--- src/rtl/tcb_pkg.sv ---
package tcb_pkg;
  localparam int CNT_W = 8;
  localparam logic [CNT_W-1:0] CNT_MAX = '1;

  localparam logic [1:0] KIND_NONE   = 2'b00;
  localparam logic [1:0] KIND_BRANCH = 2'b01;
  localparam logic [1:0] KIND_SYNC   = 2'b10;
  localparam logic [1:0] KIND_RUN    = 2'b11;

  typedef enum logic [1:0] {
    SEL_STAT = 2'd0,
    SEL_IDX  = 2'd1,
    SEL_DATA = 2'd2,
    SEL_FILL = 2'd3
  } reg_sel_e;

  function automatic logic [31:0] pack_branch(input logic [CNT_W-1:0] n,
                                              input logic [31:0] tgt);
    return {KIND_BRANCH, n, tgt[23:2]};
  endfunction

  function automatic logic [31:0] pack_sync(input logic [31:0] addr);
    return {KIND_SYNC, addr[31:2]};
  endfunction

  function automatic logic [31:0] pack_run();
    return {KIND_RUN, CNT_MAX, 22'd0};
  endfunction
endpackage

--- src/rtl/trace_rec_encoder.sv ---
module trace_rec_encoder
  import tcb_pkg::*;
(
  input  logic        clk,
  input  logic        rst_n,
  input  logic        fire,
  input  logic        taken,
  input  logic        resync,
  input  logic [31:0] pc,
  input  logic [31:0] target,
  input  logic [7:0]  sync_every,
  output logic        rec_valid,
  output logic [31:0] rec_word
);
  logic [CNT_W-1:0] run_cnt;
  logic [7:0]       since;
  logic             pend;
  logic             sync_due;
  logic             cnt_full;
  logic [31:0]      next_pc;

  assign cnt_full = (run_cnt == CNT_MAX);
  assign sync_due = pend || (sync_every != 8'd0 && since >= sync_every);
  assign next_pc  = taken ? target : pc + 32'd4;

  always_comb begin
    rec_valid = 1'b0;
    rec_word  = '0;
    if (fire) begin
      if (sync_due) begin
        rec_valid = 1'b1;
        rec_word  = pack_sync(next_pc);
      end else if (taken) begin
        rec_valid = 1'b1;
        rec_word  = pack_branch(run_cnt, target);
      end else if (cnt_full) begin
        rec_valid = 1'b1;
        rec_word  = pack_run();
      end
    end
  end

  always_ff @(posedge clk or negedge rst_n) begin
    if (!rst_n) begin
      run_cnt <= '0;
      since   <= '0;
      pend    <= 1'b0;
    end else begin
      if (fire && sync_due) begin
        pend    <= 1'b0;
        since   <= '0;
        run_cnt <= '0;
      end else if (fire) begin
        if (taken)         run_cnt <= '0;
        else if (cnt_full) run_cnt <= {{(CNT_W-1){1'b0}}, 1'b1};
        else               run_cnt <= run_cnt + 1'b1;
        if (rec_valid && since != 8'hFF) since <= since + 8'd1;
      end
      if (resync) pend <= 1'b1;
    end
  end


  branch_emits_chk: assert property (@(posedge clk) disable iff (!rst_n)
    fire && taken |-> rec_valid && rec_word[31:30] != KIND_NONE);
endmodule

--- src/rtl/trace_cap_ctl.sv ---
module trace_cap_ctl #(
  parameter int PW = 7
) (
  input  logic          clk,
  input  logic          rst_n,
  input  logic          start_evt,
  input  logic          stop_evt,
  input  logic          trig_evt,
  input  logic          wr_fire,
  input  logic [PW-1:0] post_count,
  output logic          rec_on,
  output logic          resync,
  output logic          trig_seen,
  output logic          done
);
  logic [PW-1:0] post_n;

  assign resync = start_evt && !stop_evt && !rec_on && !done;

  always_ff @(posedge clk or negedge rst_n) begin
    if (!rst_n) begin
      rec_on    <= 1'b0;
      trig_seen <= 1'b0;
      done      <= 1'b0;
      post_n    <= '0;
    end else begin
      if (stop_evt)       rec_on <= 1'b0;
      else if (start_evt) rec_on <= 1'b1;
      if (trig_evt && !trig_seen && !done) begin
        trig_seen <= 1'b1;
        if (post_count == '0) done <= 1'b1;
      end
      if (wr_fire && trig_seen && !done) begin
        post_n <= post_n + 1'b1;
        if (post_n + 1'b1 == post_count) done <= 1'b1;
      end
    end
  end


  done_after_trig_chk: assert property (@(posedge clk) disable iff (!rst_n)
    done |-> trig_seen);

  done_sticky_chk: assert property (@(posedge clk) disable iff (!rst_n)
    done |=> done);

  stop_wins_chk: assert property (@(posedge clk) disable iff (!rst_n)
    stop_evt |=> !rec_on);
endmodule

--- src/rtl/trace_ring.sv ---
module trace_ring
  import tcb_pkg::*;
#(
  parameter int DEPTH = 64,
  parameter int AW    = $clog2(DEPTH)
) (
  input  logic          clk,
  input  logic          rst_n,
  input  logic          wr_en,
  input  logic [31:0]   wr_word,
  input  logic          bus_rd,
  input  logic          bus_wr,
  input  logic [1:0]    bus_addr,
  input  logic [AW-1:0] idx_wdata,
  input  logic          st_done,
  input  logic          st_trig,
  output logic [31:0]   bus_rdata,
  output logic          wrapped
);
  logic [31:0]   mem [DEPTH];
  logic [AW-1:0] wptr;
  logic [AW-1:0] idx;
  logic [AW-1:0] phys;
  logic [AW:0]   fill;

  assign phys = (wrapped ? wptr : '0) + idx;
  assign fill = wrapped ? (AW+1)'(DEPTH) : {1'b0, wptr};

  always_ff @(posedge clk) begin
    if (wr_en) mem[wptr] <= wr_word;
  end

  always_ff @(posedge clk or negedge rst_n) begin
    if (!rst_n) begin
      wptr      <= '0;
      wrapped   <= 1'b0;
      idx       <= '0;
      bus_rdata <= '0;
    end else begin
      if (wr_en) begin
        wptr <= wptr + 1'b1;
        if (wptr == AW'(DEPTH-1)) wrapped <= 1'b1;
      end
      if (bus_wr && bus_addr == SEL_IDX)       idx <= idx_wdata;
      else if (bus_rd && bus_addr == SEL_DATA) idx <= idx + 1'b1;
      if (bus_rd) begin
        case (bus_addr)
          SEL_STAT: bus_rdata <= {29'd0, st_trig, wrapped, st_done};
          SEL_IDX:  bus_rdata <= {{(32-AW){1'b0}}, idx};
          SEL_DATA: bus_rdata <= mem[phys];
          default:  bus_rdata <= {{(31-AW){1'b0}}, fill};
        endcase
      end
    end
  end


  wrap_sticky_chk: assert property (@(posedge clk) disable iff (!rst_n)
    wrapped |=> wrapped);

  write_advance_chk: assert property (@(posedge clk) disable iff (!rst_n)
    wr_en |=> wptr == $past(wptr) + 1'b1);

  idx_step_chk: assert property (@(posedge clk) disable iff (!rst_n)
    bus_rd && bus_addr == SEL_DATA && !bus_wr |=> idx == $past(idx) + 1'b1);
endmodule

--- src/rtl/trace_capture_buffer.sv ---
module trace_capture_buffer #(
  parameter int DEPTH = 64
) (
  input  logic                     clk,
  input  logic                     rst_n,
  input  logic                     instr_valid,
  input  logic [31:0]              instr_pc,
  input  logic                     instr_taken,
  input  logic [31:0]              instr_target,
  input  logic                     start_evt,
  input  logic                     stop_evt,
  input  logic                     trig_evt,
  input  logic [7:0]               sync_every,
  input  logic [$clog2(DEPTH):0]   post_count,
  input  logic                     bus_rd,
  input  logic                     bus_wr,
  input  logic [1:0]               bus_addr,
  input  logic [$clog2(DEPTH)-1:0] bus_wdata,
  output logic [31:0]              bus_rdata,
  output logic                     rec_active,
  output logic                     cap_done,
  output logic                     buf_wrapped
);
  localparam int AW = $clog2(DEPTH);
  localparam int PW = AW + 1;

  logic        rec_on, resync, trig_seen, fire;
  logic        rec_valid;
  logic [31:0] rec_word;

  assign fire       = instr_valid && rec_on && !cap_done;
  assign rec_active = rec_on && !cap_done;

  trace_cap_ctl #(.PW(PW)) u_ctl (
    .clk(clk), .rst_n(rst_n), .start_evt(start_evt), .stop_evt(stop_evt),
    .trig_evt(trig_evt), .wr_fire(rec_valid), .post_count(post_count),
    .rec_on(rec_on), .resync(resync), .trig_seen(trig_seen), .done(cap_done)
  );

  trace_rec_encoder u_enc (
    .clk(clk), .rst_n(rst_n), .fire(fire), .taken(instr_taken),
    .resync(resync), .pc(instr_pc), .target(instr_target),
    .sync_every(sync_every), .rec_valid(rec_valid), .rec_word(rec_word)
  );

  trace_ring #(.DEPTH(DEPTH), .AW(AW)) u_ring (
    .clk(clk), .rst_n(rst_n), .wr_en(rec_valid), .wr_word(rec_word),
    .bus_rd(bus_rd), .bus_wr(bus_wr), .bus_addr(bus_addr),
    .idx_wdata(bus_wdata), .st_done(cap_done), .st_trig(trig_seen),
    .bus_rdata(bus_rdata), .wrapped(buf_wrapped)
  );


  no_write_when_done_chk: assert property (@(posedge clk) disable iff (!rst_n)
    cap_done |-> !rec_valid);
endmodule

--- config.mk ---
export PLATFORM = sky130hd
export DESIGN_NAME = trace_capture_buffer
export DESIGN_NICKNAME = d
export VERILOG_FILES = /design/src/rtl/tcb_pkg.sv /design/src/rtl/trace_rec_encoder.sv /design/src/rtl/trace_cap_ctl.sv /design/src/rtl/trace_ring.sv /design/src/rtl/trace_capture_buffer.sv
export SDC_FILE = /design/constraint.sdc
export NUM_CORES = 2
export LEC_CHECK = 0
export BUFFER_PORTS_ARGS = -buffer_cell sky130_fd_sc_hd__buf_2
export CAP_MARGIN = 20
export CORE_UTILIZATION = 62
export DETAILED_ROUTE_END_ITERATION = 6
export MAX_ROUTING_LAYER = met4
export PLACE_DENSITY = 0.86
export SETUP_SLACK_MARGIN = 0.3
export SLEW_MARGIN = 10
export SYNTH_ARGS = -nofsm -noshare
export SYNTH_HDL_FRONTEND = slang
export SYNTH_SLANG_ARGS = --single-unit
--- constraint.sdc ---
create_clock -name clk -period 7.5 [get_ports clk]
set_input_delay 1.5 -clock clk [delete_from_list [all_inputs] [get_ports clk]]
set_output_delay 1.5 -clock clk [all_outputs]
set_load 0.1 [all_outputs]
==> impl_results.md, run 1 <==
- Number of antenna violations at the first check in global routing: 29
- Post-cts gate resize count: 0
- DPL Wire Length: 122000 microns
- Adder and majority gate portion of the synthesized area: 0.311%
- H-tree depth: 4
- Total global routing overflow: 2
- Post-Syn Area per Cell: 22.1 sq um
- Num Clock Sinks: 2120
- Die height: 367 microns
- Die W: 367 microns
- Core Rows: 133
- Area of the mapped netlist: 82800 sq um
- Postcts setup bufs: 0
- Maximum count of clock buffers along a single path: 3
- Synth Area in Simple Gates: 2.48%
- Gate count after technology mapping: 3738
- Share of synthesized area occupied by flip-flops and latches: 76.5%
- Net Count, Synth: 3854
- Clock root cell: sky130_fd_sc_hd__clkbuf_16
- Fraction of registers with async set/reset: 3.40%
- Most instantiated flip-flop cell in the synthesis netlist: sky130_fd_sc_hd__edfxtp_1
- Last stage: 5_1_grt
- #FFs+latches synth: 2120
- Initial standard-cell utilization of the core: 62.7%
- Overall routing resource usage: 42.9%
- Post-synthesis xor/xnor area fraction: 0.624%
- Compound-gate portion of the synthesized area: 1.58%
- Status: did not finish
- Num CTS Buffers: 191
- Yosys warns: 0
- Maximum number of pins on one net before global-route repair: 101
- First error: [ERROR GRT-0232] Routing congestion too high. Check the congestion heatmap in the GUI.
- Share of cell area taken by muxes after synthesis: 17.4%
- Count of flip-flops with a built-in enable after synthesis: 2048
- Main combinational cell family by area after synthesis: multiplexers
- Number of hold-repair buffers added at the cts stage: 0
- Count of unique library cells instantiated by Yosys: 58
- Count of buffers inserted at the top-level ports: 126
- Weighted congestion reported at the end of routability-driven placement: 0.873
- I/O pin count: 131
-- metrics by stage --
stage | instance area (sq um) | util (%) | hold slack, ns | setup WS [ns] | instances
3_3_place_gp | 86600 | 65.6 | 0.479 | 2.06 | 5541
4_1_cts | 93200 | 70.6 | 0.496 | 2.55 | 5906
3_5_place_dp | 86800 | 65.7 | 0.511 | 1.86 | 5549
2_1_floorplan | 82800 | - | 0.462 | 1.13 | 3738
-- Yosys cell counts, types with 2 or more instances --
library cell	number	area share (%)
sky130_fd_sc_hd__a311oi_1	2	0.021
sky130_fd_sc_hd__buf_2	70	0.42
sky130_fd_sc_hd__dfrtp_1	72	2.2
sky130_fd_sc_hd__nand4b_1	2	0.021
sky130_fd_sc_hd__buf_1	8	0.036
sky130_fd_sc_hd__and4_1	3	0.032
sky130_fd_sc_hd__or4_1	2	0.018
sky130_fd_sc_hd__o211ai_1	2	0.018
sky130_fd_sc_hd__nand4_1	11	0.083
sky130_fd_sc_hd__a31o_2	2	0.021
sky130_fd_sc_hd__a22o_1	10	0.11
sky130_fd_sc_hd__nor2_1	106	0.48
sky130_fd_sc_hd__a211o_1	25	0.26
sky130_fd_sc_hd__buf_6	5	0.068
sky130_fd_sc_hd__clkbuf_1	111	0.50
sky130_fd_sc_hd__o31ai_1	2	0.018
sky130_fd_sc_hd__xor2_1	29	0.31
sky130_fd_sc_hd__ha_1	19	0.29
sky130_fd_sc_hd__nor2b_1	4	0.030
sky130_fd_sc_hd__inv_1	26	0.12
sky130_fd_sc_hd__nor3b_1	3	0.027
sky130_fd_sc_hd__nand2b_1	7	0.053
sky130_fd_sc_hd__o21ai_0	50	0.30
sky130_fd_sc_hd__or3_1	9	0.068
sky130_fd_sc_hd__nand2_1	232	1.1
sky130_fd_sc_hd__edfxtp_1	2048	74
sky130_fd_sc_hd__mux4_2	636	17
sky130_fd_sc_hd__or2_2	3	0.023
sky130_fd_sc_hd__and2_1	7	0.053
sky130_fd_sc_hd__and3_1	8	0.060
sky130_fd_sc_hd__nand3_1	25	0.15
sky130_fd_sc_hd__nor3_1	26	0.16
sky130_fd_sc_hd__mux2i_1	3	0.036
sky130_fd_sc_hd__a2111o_1	3	0.041
sky130_fd_sc_hd__a211oi_1	8	0.073
sky130_fd_sc_hd__nand3b_1	8	0.073
sky130_fd_sc_hd__a31oi_1	2	0.015
sky130_fd_sc_hd__nor4_1	5	0.038
sky130_fd_sc_hd__buf_4	2	0.018
sky130_fd_sc_hd__xnor2_1	30	0.32
sky130_fd_sc_hd__a21oi_1	87	0.53
sky130_fd_sc_hd__a21o_1	9	0.082
-- per-layer routing --
layer,overflow,track usage (%)
met1,0,47.9
met2,1,62.6
met3,1,19.4
met4,0,27.7
met5,-,-
-- kinds of logic after synthesis --
family	Yosys count
multiplexers	640
XOR/XNOR	59
buffers and inverters	222
adder cells (fa/ha/maj)	20
AO/OA/AOI/OAI	211
flip-flops	2120
AND/OR/NAND/NOR	466
==> inputs of run 2 (changes only) <==
--- a/config.mk
+++ b/config.mk
@@ -7,11 +7,9 @@
 export LEC_CHECK = 0
 export BUFFER_PORTS_ARGS = -buffer_cell sky130_fd_sc_hd__buf_2
 export CAP_MARGIN = 20
-export CORE_UTILIZATION = 62
+export CORE_UTILIZATION = 40
 export DETAILED_ROUTE_END_ITERATION = 6
-export MAX_ROUTING_LAYER = met4
-export PLACE_DENSITY = 0.86
-export SETUP_SLACK_MARGIN = 0.3
+export PLACE_DENSITY_LB_ADDON = 0.15
 export SLEW_MARGIN = 10
 export SYNTH_ARGS = -nofsm -noshare
 export SYNTH_HDL_FRONTEND = slang
==> run 2 against run 1 <==
Compared with the run above: the flow now finishes without violations; area after synthesis stayed put; synthesized cell count stayed put.
==> impl_results.md, run 2 <==
- Status: complete, no violations
- Number of hold-repair buffers added at the cts stage: 0 (unchanged)
- Die height: 457 microns (+24%)
- Routed length per placed instance: 32.5 microns
- Ratio of cells with drive above 1 in the final layout: 31.4%
- Combinational group share of total power: 15.7%
- Number of endpoints failing setup at the final stage: 0
- Overall via count from detail_route: 39400
- Reg with most FFs: u_ring.mem
- Critical path launch point type: flop
- Most common library cell in the layout ignoring fill and taps: sky130_fd_sc_hd__edfxtp_1
- Overall routing resource usage: 21.7%
- Worst reg2reg startpoint: u_ring.wrapped
- Total stage count of the critical path: 10
- Count of buffers inserted at the top-level ports: 126 (unchanged)
- Fraction of power consumed by the clock network: 37.5%
- Core Rows: 166 (+25%)
- Fraction of registers with async set/reset: 3.40% (unchanged)
- Leading post-synthesis cells by cell area: sky130_fd_sc_hd__edfxtp_1, sky130_fd_sc_hd__mux4_2, sky130_fd_sc_hd__dfrtp_1
- Final net count: 4150
- I/O pin count: 131 (unchanged)
- Via-to-Cell Ratio: 5.69
- Proportion of netlist area held by the largest area contributor: 74.3% (unchanged)
- Final Cycle Share: 66.0%
- Crit-path max FO: 32
- Count of unique library cells instantiated by Yosys: 58 (unchanged)
- Power density of the placed cells: 298 nW/um^2
- R2r endpoint: u_ring.bus_rdata[5]
- WP data required: 8.22 ns
- Area growth from synthesis to layout: 14.9%
- Wire length of the first global-routing pass: 316000 microns
- Most frequently used cell type in the post-synthesis netlist: sky130_fd_sc_hd__edfxtp_1
- Total wire length after detailed routing: 225000 microns
- Maximum count of clock buffers along a single path: 3 (unchanged)
- Net Count, Synth: 3854 (unchanged)
- Total global routing overflow: 0
- Maximum number of pins on one net before global-route repair: 90
- Antenna Nets Post-Route: 0
- Cell type group with the largest total delay on the critical path: adder cells
- Path category of the worst min-delay check: flop to flop
- Core area: 205000 sq um
- Skew final: 0.0306 ns
- End point of the worst hold path: u_ring.bus_rdata[13]
- Cell type contributing the most total cell area after synthesis: sky130_fd_sc_hd__edfxtp_1
- Yosys warns: 0 (unchanged)
- Die W: 457 microns (+24%)
- Clock latency reported for the late side of the worst-skew pair: 0.85 ns
- Transition time of the tightest slew-check pin: 1.12 ns
- Fin Setup TNS: 0 ns
- Largest vdd supply drop: 0.000272 V
- DPL Wire Length: 128000 microns (+4.6%)
- Number of antenna violations at the first check in global routing: 9
- Full die area: 209000 sq um
- Post-Syn Area per Cell: 22.1 sq um (unchanged)
- Vias in the first global route: 40600
- Registers with the highest flip-flop counts: u_ring.mem (2048), u_ring.bus_rdata (32)
- Slack of the worst reg-to-reg path: 2.55 ns
- Most instantiated flip-flop cell in the synthesis netlist: sky130_fd_sc_hd__edfxtp_1
- H-tree depth: 4 (unchanged)
- Minimum hold slack: 0.492 ns
- Internal Dissipation: 21000 uW
- Delay of the slowest cell on the worst path: 1.30 ns
- Number of DRC violations after detailed-routing iteration 0: 4002
- Share of synthesized area occupied by flip-flops and latches: 76.5% (unchanged)
- Reg power frac: 46.8%
- Fill count: 17000
- #FFs+latches synth: 2120 (unchanged)
- Worst slew slack as a fraction of its limit: 25.1%
- Slowest CP cell: sky130_fd_sc_hd__fa_4
- Postcts setup bufs: 0 (unchanged)
- Arr. time, crit path: 5.67 ns
- Type of the setup path with the least slack: flop to flop
- Setup repair after global routing missed its margin: no
- FF-to-FF path depth: 10
- Most frequent cells after synthesis: sky130_fd_sc_hd__edfxtp_1, sky130_fd_sc_hd__mux4_2, sky130_fd_sc_hd__nand2_1, sky130_fd_sc_hd__clkbuf_1, sky130_fd_sc_hd__nor2_1
- Placed cell areas: 88100 sq um (+1.5%)
- Clock transition time at the flip-flop clock pins of the worst setup and hold paths: 0.07 ns
- Area of the mapped netlist: 82800 sq um (unchanged)
- Timing-limited maximum frequency: 202 MHz
- Final Max Tran Viols: 0
- Leak Pwr: 0.0307 uW
- Chain of cells forming the critical path: and2_1, ha_4, inv_1, fa_4, buf_4, mux4_2, mux4_2, nand2_1, a21oi_1, a2111o_1
- Num Clock Sinks: 2120 (unchanged)
- Post-cts gate resize count: 0 (unchanged)
- Num CTS Buffers: 217 (+14%)
- Clock root cell: sky130_fd_sc_hd__clkbuf_16
- Post-route cell area: 95100 sq um
- Top library cells by usage in the layout, fill and taps aside: sky130_fd_sc_hd__edfxtp_1, sky130_fd_sc_hd__mux4_2, sky130_fd_sc_hd__nand2_1
- Weighted congestion reported at the end of routability-driven placement: 0.794 (-9.0%)
- Largest register FFs: 2048
- Startpoint of the lowest-slack hold path: u_ring.bus_rdata[13]
- Crit. End Element: flop
- Switching part of the total power: 25.8%
- CTS tree: built
- Final Hold Viols: 0
- Gate count after technology mapping: 3738 (unchanged)
- Buffers & Inverters on Critical Path: 2
- Shortest clock period the worst path allows after layout: 4.95 ns
- Post-route DRC violation count: 0
- Power dissipated by switching net loads: 7320 uW
- Max-cap check violation count: 0
- Cells on Worst Hold Path: 1
- Count of flip-flops with a built-in enable after synthesis: 2048 (unchanged)
- DRT Pass-1 Iters: 5
- Cell mode on critical path: sky130_fd_sc_hd__mux4_2
- Initial standard-cell utilization of the core: 40.3% (-22 points)
## run 2: through the flow
step           power [uW]  util (%)  setup WS, ns  std cells
2_1_floorplan       16500         -          1.13       3738
3_3_place_gp        18000      42.9          1.85       6493
3_5_place_dp        18100      42.9          1.82       6499
4_1_cts             28700      46.3          2.53       6907
5_1_grt             29200      46.3          2.43       6912
6_report            28300      46.3          2.55       6914
## run 2: kinds of logic after synthesis
group / Yosys count / share of synthesized area (%)
adder cells (fa/ha/maj): 20 / 0.311
AO/OA/AOI/OAI: 211 / 1.58
multiplexers: 640 / 17.4
buffers and inverters: 222 / 1.17
AND/OR/NAND/NOR: 466 / 2.48
flip-flops: 2120 / 76.5
XOR/XNOR: 59 / 0.624
## run 2: worst max path at each step
stage                         from             endpoint  slack [ns]
finish              u_ring.wrapped  u_ring.bus_rdata[5]        2.55
global route        u_ring.wrapped  u_ring.bus_rdata[5]        2.43
CTS                 u_ring.wrapped  u_ring.bus_rdata[5]        2.53
detailed placement   sync_every[5]   u_ring.mem[15][29]        1.82
global placement     sync_every[5]   u_ring.mem[13][30]        1.85
floorplan            sync_every[0]    u_ring.mem[0][22]        1.13
## run 2: cell type report
type	instances	area, sq um	area share [%]
Sequential cell	2120	63300	66.6
Multi-Input combinational cell	1396	19300	20.3
Clock buffer	268	5650	5.94
Tap cell	2688	3360	3.54
Timing Repair Buffer	273	2080	2.19
Clock inverter	140	1280	1.35
Inverter	26	97.6	0.103
Antenna cell	3	7.51	0.00789
## run 2: routing by layer
metal  track usage (%)  routed length [microns]
met1              29.2                    92700
met3              3.42                    12600
met5                 0                        0
met4              7.08                     7300
met2              36.0                   112000
## run 2: power by group through the flow
stage                     Combinational [uW]  Sequential (uW)  Clock, uW
final                                   4460            13300      10600
after global routing                    4700            13300      11300
after CTS                               4560            13300      10800
after detailed placement                4560            13500          0
after global placement                  4520            13500          0
after floorplan                         2840            13700          0
Note: power is estimated with default switching activity, not from simulation.
